[config.mk]
export PLATFORM = sky130hd
export DESIGN_NAME = eprom_prog_seq
export DESIGN_NICKNAME = d
export VERILOG_FILES = /design/src/rtl/eprom_seq_pkg.sv /design/src/rtl/eprom_seq_timer.sv /design/src/rtl/eprom_seq_ctrl.sv /design/src/rtl/eprom_prog_seq.sv
export SDC_FILE = /design/constraint.sdc
export NUM_CORES = 1
export LEC_CHECK = 0
export BUFFER_PORTS_ARGS = -buffer_cell sky130_fd_sc_hd__buf_2
export CORE_MARGIN = 3
export CORE_UTILIZATION = 50
export DETAILED_ROUTE_END_ITERATION = 8
export PLACE_DENSITY = 0.79
export SLEW_MARGIN = 20
export SYNTH_ARGS = -nofsm -noshare
export SYNTH_HDL_FRONTEND = slang
export SYNTH_SLANG_ARGS = --single-unit
[constraint.sdc]
create_clock -name clk -period 2.1 [get_ports clk]
set_clock_uncertainty 0.05 [all_clocks]
set_input_delay 0.21 -clock clk [delete_from_list [all_inputs] [get_ports clk]]
set_output_delay 0.21 -clock clk [all_outputs]
set_load 0.005 [all_outputs]
[src/rtl/eprom_seq_pkg.sv]
// Package: shared command codes and sequencer state encoding.
// Assumes the command encoding is fixed by the host interface.
package eprom_seq_pkg;
    typedef enum logic [1:0] {
        CMD_CODE   = 2'd0,
        CMD_CRYPT  = 2'd1,
        CMD_LOCK   = 2'd2,
        CMD_VERIFY = 2'd3
    } seq_cmd_t;

    typedef enum logic [2:0] {
        ST_IDLE,
        ST_SETUP,
        ST_LEAD,
        ST_LOW,
        ST_GAP,
        ST_TAIL,
        ST_HOLD,
        ST_VREAD
    } seq_state_t;
endpackage

[src/rtl/eprom_seq_timer.sv]
// Module: down counter that times every interval of the sequence.
// Assumes the load value is the interval length minus one; zero_o marks the last cycle.
module eprom_seq_timer #(
    parameter int CNT_W = 12
) (
    input  logic             clk,
    input  logic             rst_n,
    input  logic             load_i,
    input  logic [CNT_W-1:0] load_val_i,
    output logic             zero_o
);
    logic [CNT_W-1:0] cnt_q;

    // Load a new interval or count the current one down to zero.
    always_ff @(posedge clk) begin
        if (!rst_n)              cnt_q <= '0;
        else if (load_i)         cnt_q <= load_val_i;
        else if (cnt_q != '0)    cnt_q <= cnt_q - 1'b1;
    end

    assign zero_o = (cnt_q == '0);
endmodule

[src/rtl/eprom_seq_ctrl.sv]
// Module: state machine that orders setup, voltage, pulse train, tail and hold.
// Assumes the timer reports zero in the last cycle of each loaded interval.
module eprom_seq_ctrl
    import eprom_seq_pkg::*;
#(
    parameter int CNT_W       = 12,
    parameter int T_SETUP     = 48,
    parameter int T_VPP       = 40,
    parameter int T_LOW       = 400,
    parameter int T_GAP       = 40,
    parameter int CODE_PULSES = 5,
    parameter int AUX_PULSES  = 25
) (
    input  logic             clk,
    input  logic             rst_n,
    input  logic             start_i,
    input  logic [1:0]       cmd_i,
    input  logic             tmr_zero_i,
    output logic             tmr_load_o,
    output logic [CNT_W-1:0] tmr_val_o,
    output logic             capture_o,
    output logic             sample_o,
    output logic             idle_o,
    output logic             ena_o,
    output logic             vpp_en_o,
    output logic             prog_n_o,
    output logic             done_o
);
    localparam int PC_W = $clog2(AUX_PULSES + 1);
    localparam logic [CNT_W-1:0] V_SETUP = CNT_W'(T_SETUP - 1);
    localparam logic [CNT_W-1:0] V_VPP   = CNT_W'(T_VPP - 1);
    localparam logic [CNT_W-1:0] V_LOW   = CNT_W'(T_LOW - 1);
    localparam logic [CNT_W-1:0] V_GAP   = CNT_W'(T_GAP - 1);

    seq_state_t      state_q, state_d;
    logic [PC_W-1:0] pulses_q;
    logic            done_q;

    // Next-state and timer-load decode.
    always_comb begin
        state_d   = state_q;
        tmr_load_o = 1'b0;
        tmr_val_o  = '0;
        unique case (state_q)
            ST_IDLE: if (start_i) begin
                state_d    = (cmd_i == CMD_VERIFY) ? ST_VREAD : ST_SETUP;
                tmr_load_o = 1'b1;
                tmr_val_o  = V_SETUP;
            end
            ST_SETUP: if (tmr_zero_i) begin
                state_d = ST_LEAD; tmr_load_o = 1'b1; tmr_val_o = V_VPP;
            end
            ST_LEAD: if (tmr_zero_i) begin
                state_d = ST_LOW; tmr_load_o = 1'b1; tmr_val_o = V_LOW;
            end
            ST_LOW: if (tmr_zero_i) begin
                tmr_load_o = 1'b1;
                if (pulses_q == PC_W'(1)) begin
                    state_d = ST_TAIL; tmr_val_o = V_VPP;
                end else begin
                    state_d = ST_GAP;  tmr_val_o = V_GAP;
                end
            end
            ST_GAP: if (tmr_zero_i) begin
                state_d = ST_LOW; tmr_load_o = 1'b1; tmr_val_o = V_LOW;
            end
            ST_TAIL: if (tmr_zero_i) begin
                state_d = ST_HOLD; tmr_load_o = 1'b1; tmr_val_o = V_SETUP;
            end
            ST_HOLD:  if (tmr_zero_i) state_d = ST_IDLE;
            ST_VREAD: if (tmr_zero_i) state_d = ST_IDLE;
            default:  state_d = ST_IDLE;
        endcase
    end

    // State register and one-cycle completion flag.
    always_ff @(posedge clk) begin
        if (!rst_n) begin
            state_q <= ST_IDLE;
            done_q  <= 1'b0;
        end else begin
            state_q <= state_d;
            done_q  <= (state_q != ST_IDLE) && (state_d == ST_IDLE);
        end
    end

    // Remaining-pulse counter, loaded per target and decremented at each pulse end.
    always_ff @(posedge clk) begin
        if (!rst_n)
            pulses_q <= '0;
        else if (capture_o)
            pulses_q <= (cmd_i == CMD_CODE) ? PC_W'(CODE_PULSES) : PC_W'(AUX_PULSES);
        else if (state_q == ST_LOW && tmr_zero_i)
            pulses_q <= pulses_q - 1'b1;
    end

    assign idle_o    = (state_q == ST_IDLE);
    assign capture_o = idle_o && start_i;
    assign sample_o  = (state_q == ST_VREAD) && tmr_zero_i;
    assign ena_o     = (state_q != ST_IDLE) && (state_q != ST_VREAD);
    assign vpp_en_o  = (state_q == ST_LEAD) || (state_q == ST_LOW) ||
                       (state_q == ST_GAP)  || (state_q == ST_TAIL);
    assign prog_n_o  = (state_q != ST_LOW);
    assign done_o    = done_q;
endmodule

[src/rtl/eprom_prog_seq.sv]
// Module: top of the programming sequencer; holds the pin-side registers.
// Assumes clk is the programming oscillator and CYC_PER_US clocks make one microsecond.
module eprom_prog_seq
    import eprom_seq_pkg::*;
#(
    parameter int ADDR_W      = 16,
    parameter int DATA_W      = 8,
    parameter int SETUP_CYC   = 48,
    parameter int CYC_PER_US  = 4,
    parameter int PULSE_US    = 100,
    parameter int GAP_US      = 10,
    parameter int VPP_US      = 10,
    parameter int CODE_PULSES = 5,
    parameter int AUX_PULSES  = 25
) (
    input  logic              clk,
    input  logic              rst_n,
    input  logic              start_i,
    input  logic [1:0]        cmd_i,
    input  logic [ADDR_W-1:0] addr_i,
    input  logic [DATA_W-1:0] data_i,
    input  logic [DATA_W-1:0] rd_data_i,
    output logic [ADDR_W-1:0] addr_o,
    output logic [DATA_W-1:0] data_o,
    output logic [1:0]        mode_o,
    output logic              ena_o,
    output logic              vpp_en_o,
    output logic              prog_n_o,
    output logic              done_o,
    output logic [DATA_W-1:0] vdata_o
);
    localparam int T_VPP  = VPP_US * CYC_PER_US;
    localparam int T_LOW  = PULSE_US * CYC_PER_US;
    localparam int T_GAP  = GAP_US * CYC_PER_US;
    localparam int T_MAX  = (T_LOW > SETUP_CYC) ? T_LOW : SETUP_CYC;
    localparam int CNT_W  = $clog2(T_MAX + 1);

    logic             tmr_load, tmr_zero, capture, sample, idle_w;
    logic [CNT_W-1:0] tmr_val;

    eprom_seq_timer #(.CNT_W(CNT_W)) timer_i (
        .clk(clk), .rst_n(rst_n), .load_i(tmr_load),
        .load_val_i(tmr_val), .zero_o(tmr_zero)
    );

    eprom_seq_ctrl #(
        .CNT_W(CNT_W), .T_SETUP(SETUP_CYC), .T_VPP(T_VPP), .T_LOW(T_LOW),
        .T_GAP(T_GAP), .CODE_PULSES(CODE_PULSES), .AUX_PULSES(AUX_PULSES)
    ) ctrl_i (
        .clk(clk), .rst_n(rst_n), .start_i(start_i), .cmd_i(cmd_i),
        .tmr_zero_i(tmr_zero), .tmr_load_o(tmr_load), .tmr_val_o(tmr_val),
        .capture_o(capture), .sample_o(sample), .idle_o(idle_w),
        .ena_o(ena_o), .vpp_en_o(vpp_en_o), .prog_n_o(prog_n_o), .done_o(done_o)
    );

    // Capture address, data and mode when a start is accepted.
    always_ff @(posedge clk) begin
        if (!rst_n) begin
            addr_o <= '0;
            data_o <= '0;
            mode_o <= '0;
        end else if (capture) begin
            addr_o <= addr_i;
            data_o <= data_i;
            mode_o <= cmd_i;
        end
    end

    // Latch the read-back byte at the end of the access window.
    always_ff @(posedge clk) begin
        if (!rst_n)      vdata_o <= '0;
        else if (sample) vdata_o <= rd_data_i;
    end
endmodule

Word level (Yosys, flattened, before mapping)
Cells that the tools add are included.
Word-level totals
  register bits after elaboration: 52
  bits in latches: 0
  RAM bits: 0
  ROM bits: 0
  input port bits: 37
  output and inout port bits: 38
  logic and storage cells: 63
  memories: 0
Cells by class
  add/subtract/negate cells: 2
  multipliers: 0
  div/mod/pow operators: 0
  $lt $le $gt $ge: 0
  eq/ne operators: 11
  shift-type cells: 0
  muxes and demuxes: 22
  bitwise operators: 0
  reduce and logical (&&, ||, !) cells: 20
Operator list (count)
  case mux 9 bit (4 select lines): 1
  two-way mux 9 bit: 3
  two-way mux 3 bit: 7
  two-way mux 6 bit: 3
  case mux 3 bit (6 select lines): 1
  two-way mux 5 bit: 3
  equality test 3 bit (second input constant): 4
  logical NOT 9 bit: 1
  nonzero test 9 bit: 1
  subtractor 9 x 1 -> 9 bit (second input constant): 1
  equality test 3 x 2 -> 1 bit (second input constant): 2
  logical NOT 3 bit: 2
  OR reduction 2 bit: 3
  equality test 5 x 1 -> 1 bit (second input constant): 1
  logical AND 1 bit: 5
  OR reduction 5 bit: 1
  subtractor 5 x 1 -> 5 bit (second input constant): 1
  nonzero test 2 bit: 2
  equality test 3 x 1 -> 1 bit (second input constant): 1
  logical OR 1 bit: 3
  two-way mux 1 bit: 3
  != test 3 x 2 -> 1 bit (second input constant): 1
  != test 3 bit (second input constant): 1
  nonzero test 3 bit: 1
  3 further kinds: 3

Logic depth before layout (Yosys ltp)
Gate-level depths: netlist (run 1).
  word-level depth: 6
  mapped depth: 7
  mapped depth without buffers: 6

By module
Synthesis (run 1) repeated with hierarchy kept, for this count alone.
Second synthesis, totals
  cells, all modules: 266
  area, all modules: 2556.2 um^2
By module, submodules not included
  eprom_prog_seq: times used 1, cells each 109, area an instance 1303.8 um^2, seq. area each 680.7 um^2
  eprom_seq_ctrl: times used 1, cells each 95, area an instance 740.7 um^2, seq. area each 180.2 um^2
  eprom_seq_timer: times used 1, cells each 62, area an instance 511.7 um^2, seq. area each 180.2 um^2

Least setup slack after synthesis (run 1)
Ideal clock, no wire load.
  kind: register to register
  from: register timer_i.cnt_q[0]
  to: register timer_i.cnt_q[6]
  setup time: 0.132 ns
  arrival: 1.692 ns
  required time: 1.918 ns
  slack: 0.226 ns
  stages on the path, launching flop included: 7
  path buffers: 0
  period minus slack after synthesis: 1.874 ns
  cell sequence: dfxtp_1 > inv_1 > ha_1 > or3b_2 > a2111oi_0 > xnor2_1 > nor2_1
Between the ends
  longest elaborated chain between the ends: 4
  elaborated cells between the ends (all ways): 8
  those cells by class: add/sub: 1; mux: 4; reduce/logical: 3
RTL lines
  start, declared: line eprom_seq_timer.sv:12  | logic [CNT_W-1:0] cnt_q;
  start signal, assigned: line eprom_seq_timer.sv:17  | else if (load_i) cnt_q <= load_val_i;
  start signal, assigned: line eprom_seq_timer.sv:18  | else if (cnt_q != '0) cnt_q <= cnt_q - 1'b1;
  parallel branches: the longest is 4 deep, another holds subtractor 9 x 1 -> 9 bit
Parallel ways; which one is timed is not known. The select of a mux whose other input is x is not followed.
A chain may end at the register's enable or synchronous reset.

Worst setup path in the final report (run 1)
  from: register ctrl_i.pulses_q[1]
  to: register ctrl_i.state_q[0]
Between the ends
  longest elaborated chain between the ends: 4
RTL lines
  start, declared: line eprom_seq_ctrl.sv:36  | logic [PC_W-1:0] pulses_q;
  start signal, assigned: line eprom_seq_ctrl.sv:92  | pulses_q <= (cmd_i == CMD_CODE) ? PC_W'(CODE_PULSES) : PC_W'(AUX_PULSES);
  start signal, assigned: line eprom_seq_ctrl.sv:94  | pulses_q <= pulses_q - 1'b1;
  equality test 5 x 1 -> 1 bit: line eprom_seq_ctrl.sv:58  | if (pulses_q == PC_W'(1)) begin
  two-way mux 1 bit: line eprom_seq_ctrl.sv:58
  two-way mux 3 bit: line eprom_seq_ctrl.sv:56  | ST_LOW: if (tmr_zero_i) begin
  case mux 3 bit (6 select lines): line eprom_seq_ctrl.sv:44  | unique case (state_q)
  end signal, assigned: line eprom_seq_ctrl.sv:82  | state_q <= state_d;
  end, declared: line eprom_seq_ctrl.sv:35  | seq_state_t state_q, state_d;
Every way passes these cells.

==> results of run 1 <==
[layer usage]
| layer | vias up | share of wire (%) | wire length [µm] | GRT usage (%) |
|---|---|---|---|---|
| li1 | 1077 | - | - | - |
| met3 | 14 | 6.3 | 333 | 4.10 |
| met1 | 981 | 43 | 2240 | 27.3 |
| met5 | - | 0 | 0 | 0 |
| met4 | 0 | 2.0 | 108 | 6.64 |
| met2 | 81 | 49 | 2580 | 34.4 |
[synthesized netlist by cell type, types with 3 or more instances]
cell type / number
a21oi_1: 33
and2_1: 4
clkbuf_1: 15
dfxtp_1: 52
ha_1: 4
inv_1: 9
mux2i_1: 10
nand2_1: 57
nand4_1: 3
nor2_1: 18
nor3_1: 6
o21a_1: 7
o21ai_0: 5
xnor2_1: 7
[registers in the layout, summed over array words and instances, names as in the netlist]
register	cells
mode_o	2
data_o	8
ctrl_i.done_o	1
timer_i.cnt_q	9
vdata_o	8
addr_o	16
ctrl_i.state_q	3
ctrl_i.pulses_q	5
[worst register-to-register path, stage by stage, from the launching register on]
cell	delay (ns)
dfxtp_1	0.33
inv_1	0.08
ha_1	0.13
or4b_2	0.61
a221o_1	0.40
a22oi_2	0.22
and2_1	0.14
[metrics by stage]
step                      hold slack (ns)  std cells
after floorplan                     0.296        271
after global placement              0.389        388
after detailed placement            0.394        388
after CTS                          0.0788        396
after global routing               0.0799        396
final                              0.0823        396
[area by class of cell]
type	count	share of cell area, %
clock buffer	7	3.03
tap	50	2.20
clock inverter	1	0.264
sequential	52	36.6
inverter	9	1.19
multi-input combinational	192	40.8
timing repair buffer	85	15.9
[power by group]
part	switching [mW]	leakage [nW]	internal [mW]	total, mW
combinational	0.755	0.855	0.644	1.40
clock	0.314	0.0445	0.268	0.582
sequential	0.166	0.426	1.17	1.34
[final timing paths]
path	startpoint	endpoint	slack (ns)
hold reg to reg	addr_o[2]$_SDFFE_PN0P_	addr_o[2]$_SDFFE_PN0P_	0.40
setup reg to reg	ctrl_i.pulses_q[1]$_SDFFE_PN0P_	ctrl_i.state_q[0]$_SDFF_PN0_	0.1
hold / removal	rd_data_i[2]	vdata_o[2]$_SDFFE_PN0P_	0.08
setup / recovery	ctrl_i.pulses_q[1]$_SDFFE_PN0P_	ctrl_i.state_q[0]$_SDFF_PN0_	0.1
[layout by cell type, fill, tap and decap left out, types with 3 or more instances in the layout]
cell	n
a21oi_1	33
and2_1	3
buf_2	74
buf_4	11
clkbuf_8	6
dfxtp_1	52
ha_1	4
inv_1	9
mux2i_1	10
nand2_1	57
nand4_1	3
nor2_1	18
nor3_1	6
o21a_1	7
o21ai_0	5
xnor2_1	7
[cells by family after synthesis]
family,Yosys count
multiplexers,12
buffers and inverters,27
adder cells (fa/ha/maj),4
AND/OR/NAND/NOR,109
flip-flops,52
AO/OA/AOI/OAI,60
XOR/XNOR,7
==> qor.yml, run 1 <==
tightest_slew_ns: 0.490
slowest_delay_ns: 0.61
numCtsBuffers: 5
diodes: 0
grt_max_degree: 27
postCtsSetupRepairBufs: 0
multi_input_area_um2: 1160
netlist.top_cell.by_area: "dfxtp_1"
synth_top_family_by_area: "simple AND/OR/NAND/NOR gates"
yosys-top-cells-area: "dfxtp_1 45%, nand2_1 9.3%, a21oi_1 7.2%"
place.detailed.hpwl_um: 3880
critPathBufInv: 1
dr.pass1.iters: 4
grt_pass1_wl_um: 8870
grt_use_total_pct: 20.8
initial_core_util_pct: 54.5
first_iter_violations: 139
drive_above_1_share_pct: 30.1
syn2layout_area_growth_pct: 24.3
routed_wl_um: 5270
drcViolationCount: 0
syn_avg_cell_area_um2: 8.45
setup_ws_ns: 0.0988
synthMuxAreaShare_pct: 5.36
grt_pass1_vias: 1947
seqCellArea_um2: 1040
grt_overflow: 0
cts_root_buf: "clkbuf_8"
cp_top_family: "simple AND/OR/NAND/NOR gates"
num_vias: 2153
ir_worst_vdd_uv: 653
synth_xor_area_share_pct: 2.68
fmax_mhz: 500
synth.net_count: 312
port_buffers: 74
synth-adder-area-share_pct: 2.19
core_area_um2: 4200
htreeDepth: 2
postLayoutCellArea_um2: 2850
tns_ns: 0
seq_area_frac_synth_pct: 45.5
final_util_pct: 67.7
ctsHoldBuffers: 0
hold_depth: 3
synth-simple-area-share_pct: 23.3
cp-start-kind: "flop"
num_rows: 23
slew_headroom_pct: 66.9
worstSetupEndpointType: "flop"
setup_violations: 0
reg2regPathDepth: 6
min_path_type: "primary input to flop"
die_w_um: 73.7
wl_per_cell_um: 13.3
power_leakage_nw: 1.33
synth_top_area_share_pct: 45.5
post-place-ws_ns: 0.0502
crit_path_cell_trace: "inv_1, ha_1, or4b_2, a221o_1, a22oi_2, and2_1"
cts_buffer_depth: 2
via_per_inst: 5.44
synth.cell_area_um2: 2290
crit_type: "flop to flop"
critPathRequiredTime_ns: 2.30
drv_slew: 0
status: "finished, final reports clean"
clk_latency_ns: 0.30
cts_sinks: 52
p_per_area_nw_per_um2: 1170
die_area_um2: 5430
fillers: 349
critPathMaxFanout: 3
num_io_pins: 75
die_h_um: 73.7
cap_violations: 0
fin_crit_ns: 2.00
tritoncts: "yes"
worst_ep_arrival_time_ns: 2.20
period_share_pct: 95.3
nets: 386
synth_cell_types: 45
syn_inst: 271
clkTransAtPathRegs_ns: 0.09
slowest_stage: "or4b_2"
async_reset_ff_share_pct: 0
finalHoldViolations: 0
cts_resized: 0
synth-main-ff-cell: "dfxtp_1"
gp_congestion: 0.837
rsz0062_at_grt: "false"
p_total_mw: 3.32
antenna_found_initial: 0
ys_seq_elements: 52
post_dp_cell_area_um2: 2740
antenna_left: 0
synth_warnings: 0
synth_edf_count: 0
cp.depth: 6
synth_compound_area_share_pct: 16.3
Power figures use the tool's default switching activity.
==> run 2, diff against run 1 <==
--- a/config.mk
+++ b/config.mk
@@ -9,7 +9,7 @@
 export CORE_MARGIN = 3
 export CORE_UTILIZATION = 50
 export DETAILED_ROUTE_END_ITERATION = 8
-export PLACE_DENSITY = 0.79
+export PLACE_DENSITY = 0.89
 export SLEW_MARGIN = 20
 export SYNTH_ARGS = -nofsm -noshare
 export SYNTH_HDL_FRONTEND = slang
==> run 2 against run 1 <==
  * Flip-flop and latch count stayed put
  * Highest routed layer unchanged
  * Critical path depth stayed put
  * Critical endpoint is now timer_i.cnt_q[6]$_SDFFE_PN0P_
  * Utilization is 0.089 points lower
==> qor.yml, run 2 (same netlist as run 1, synthesis figures left out) <==
status: "finished, final reports clean"  # unchanged
tns_ns: 0  # unchanged
wl_per_cell_um: 13.4  # was 13.3 µm
setup_violations: 0  # unchanged
num_vias: 2119  # was 2153
fin_crit_ns: 1.99  # was 2.00 ns
min_path_type: "primary input to flop"  # unchanged
htreeDepth: 2  # unchanged
finalHoldViolations: 0  # unchanged
ir_worst_vdd_uv: 625  # was 653 µV
num_rows: 23  # unchanged
drive_above_1_share_pct: 29.8  # was 30.1%
cts_root_buf: "clkbuf_8"  # unchanged
largest_register_ffs: 16  # unchanged
drcViolationCount: 0  # unchanged
power_leakage_nw: 1.33  # about the same
slew_headroom_pct: 69.7  # was 66.9%
mostFrequentLayoutCells: "74 x buf_2, 57 x nand2_1, 52 x dfxtp_1"  # unchanged
drv_slew: 0  # unchanged
fmax_mhz: 502  # was 500 MHz
clkTransAtPathRegs_ns: 0.09  # about the same
period_share_pct: 94.8  # was 95.3%
die_h_um: 73.7  # unchanged
numCtsBuffers: 5  # unchanged
syn2layout_area_growth_pct: 24.2  # was 24.3%
cts_buffer_depth: 2  # unchanged
cts_sinks: 52  # unchanged
tritoncts: "yes"  # unchanged
top_regs: "addr_o: 16 flops, timer_i.cnt_q: 9 flops"  # unchanged
grt_pass1_vias: 2022  # was 1947
num_io_pins: 75  # unchanged
slowest_delay_ns: 0.50  # was 0.61 ns
die_w_um: 73.7  # unchanged
critPathMaxFanout: 4  # was 3
antenna_left: 0  # unchanged
grt_pass1_wl_um: 8670  # was 8870 µm
clk_latency_ns: 0.30  # about the same
nets: 386  # unchanged
core_area_um2: 4200  # unchanged
via_per_inst: 5.35  # was 5.44
routed_wl_um: 5320  # was 5270 µm
grt_use_total_pct: 20.5  # was 20.8%
p_per_area_nw_per_um2: 1170  # about the same
diodes: 0  # unchanged
tightest_slew_ns: 0.453  # was 0.490 ns
postLayoutCellArea_um2: 2840  # was 2850 µm²
rsz0062_at_grt: "false"  # unchanged
post_dp_cell_area_um2: 2740  # unchanged
slowest_stage: "or3b_2"  # was or4b_2
antenna_found_initial: 0  # unchanged
dr.pass1.iters: 4  # unchanged
cp-start-kind: "flop"  # unchanged
final_common_cell: "buf_2"  # unchanged
cap_violations: 0  # unchanged
worstSetupEndpointType: "flop"  # unchanged
first_iter_violations: 115  # was 139
crit_type: "flop to flop"  # unchanged
regMostFlops: "addr_o"  # unchanged
gp_congestion: 0.890  # was 0.837
worst_ep_arrival_time_ns: 2.12  # was 2.20 ns
grt_max_degree: 25  # was 27
crit_path_cell_trace: "inv_1, ha_1, or3b_2, a2111oi_1, xnor2_1, nor2_1"  # was inv_1, ha_1, or4b_2, a221o_1, a22oi_2, and2_1
critPathRequiredTime_ns: 2.23  # was 2.30 ns
die_area_um2: 5430  # unchanged
initial_core_util_pct: 54.5  # unchanged
grt_overflow: 0  # unchanged
place.detailed.hpwl_um: 3840  # was 3880 µm
fillers: 359  # was 349
port_buffers: 74  # unchanged
## run 2: worst paths after layout
check                                      from                            end  slack (ns)  depth (start not counted)
hold reg to reg          data_o[0]$_SDFFE_PN0P_         data_o[0]$_SDFFE_PN0P_        0.40                          2
setup / recovery  timer_i.cnt_q[0]$_SDFFE_PN0P_  timer_i.cnt_q[6]$_SDFFE_PN0P_        0.11                          6
hold / removal                     rd_data_i[0]        vdata_o[0]$_SDFFE_PN0P_        0.08                          3
setup reg to reg  timer_i.cnt_q[0]$_SDFFE_PN0P_  timer_i.cnt_q[6]$_SDFFE_PN0P_        0.11                          6
## run 2: cell type report
type,count,area [µm²],area share (%)
Inverter,9,33.8,1.19
Clock buffer,7,86.3,3.04
Sequential cell,52,1040,36.6
Multi-Input combinational cell,192,1160,40.8
Timing Repair Buffer,85,453,15.9
Clock inverter,1,7.51,0.264
Tap cell,50,62.6,2.20
## run 2: repair_timing
item                                   in CTS  in global routing
setup endpoints to repair                   0                  5
resized for setup                           0                  4
endpoints found under the hold margin       0                  0
hold buffers                                0                  0
setup buffers                               0                  0
## run 2: power breakdown
part | internal [mW] | leakage (nW) | switching [mW]
clock network | 0.268 | 0.0445 | 0.319
registers | 1.17 | 0.426 | 0.189
logic | 0.644 | 0.856 | 0.728
total | 2.08 | 1.33 | 1.24
## run 2: per-stage QoR
stage | hold slack, ns | instances | setup slack, ns | util (%) | power [mW]
finish | 0.0832 | 396 | 0.109 | 67.7 | 3.32
detailed placement | 0.393 | 388 | 0.0743 | 65.2 | 2.72
global route | 0.0701 | 396 | 0.0118 | 67.7 | 3.55
floorplan | 0.296 | 271 | 0.226 | - | 2.30
CTS | 0.0747 | 396 | 0.0498 | 67.5 | 3.32
global placement | 0.387 | 388 | 0.164 | 65.2 | 2.68
## run 2: critical path, delay by kind of cell, from the launching register on
| kind | cells | cell delay (ns) |
|---|---|---|
| AO/OA/AOI/OAI | 1 | 0.47 |
| XOR/XNOR | 1 | 0.17 |
| adder cells (fa/ha/maj) | 1 | 0.19 |
| buffers and inverters | 1 | 0.09 |
| flip-flops | 1 | 0.35 |
| AND/OR/NAND/NOR | 2 | 0.56 |
## run 2: metal layers
metal	share of wire (%)	global-route usage, %	vias to the layer above
met4	0.58	6.64	0
li1	-	-	1083
met5	0	0	-
met3	4.7	5.61	4
met2	51	35.9	54
met1	44	24.1	978
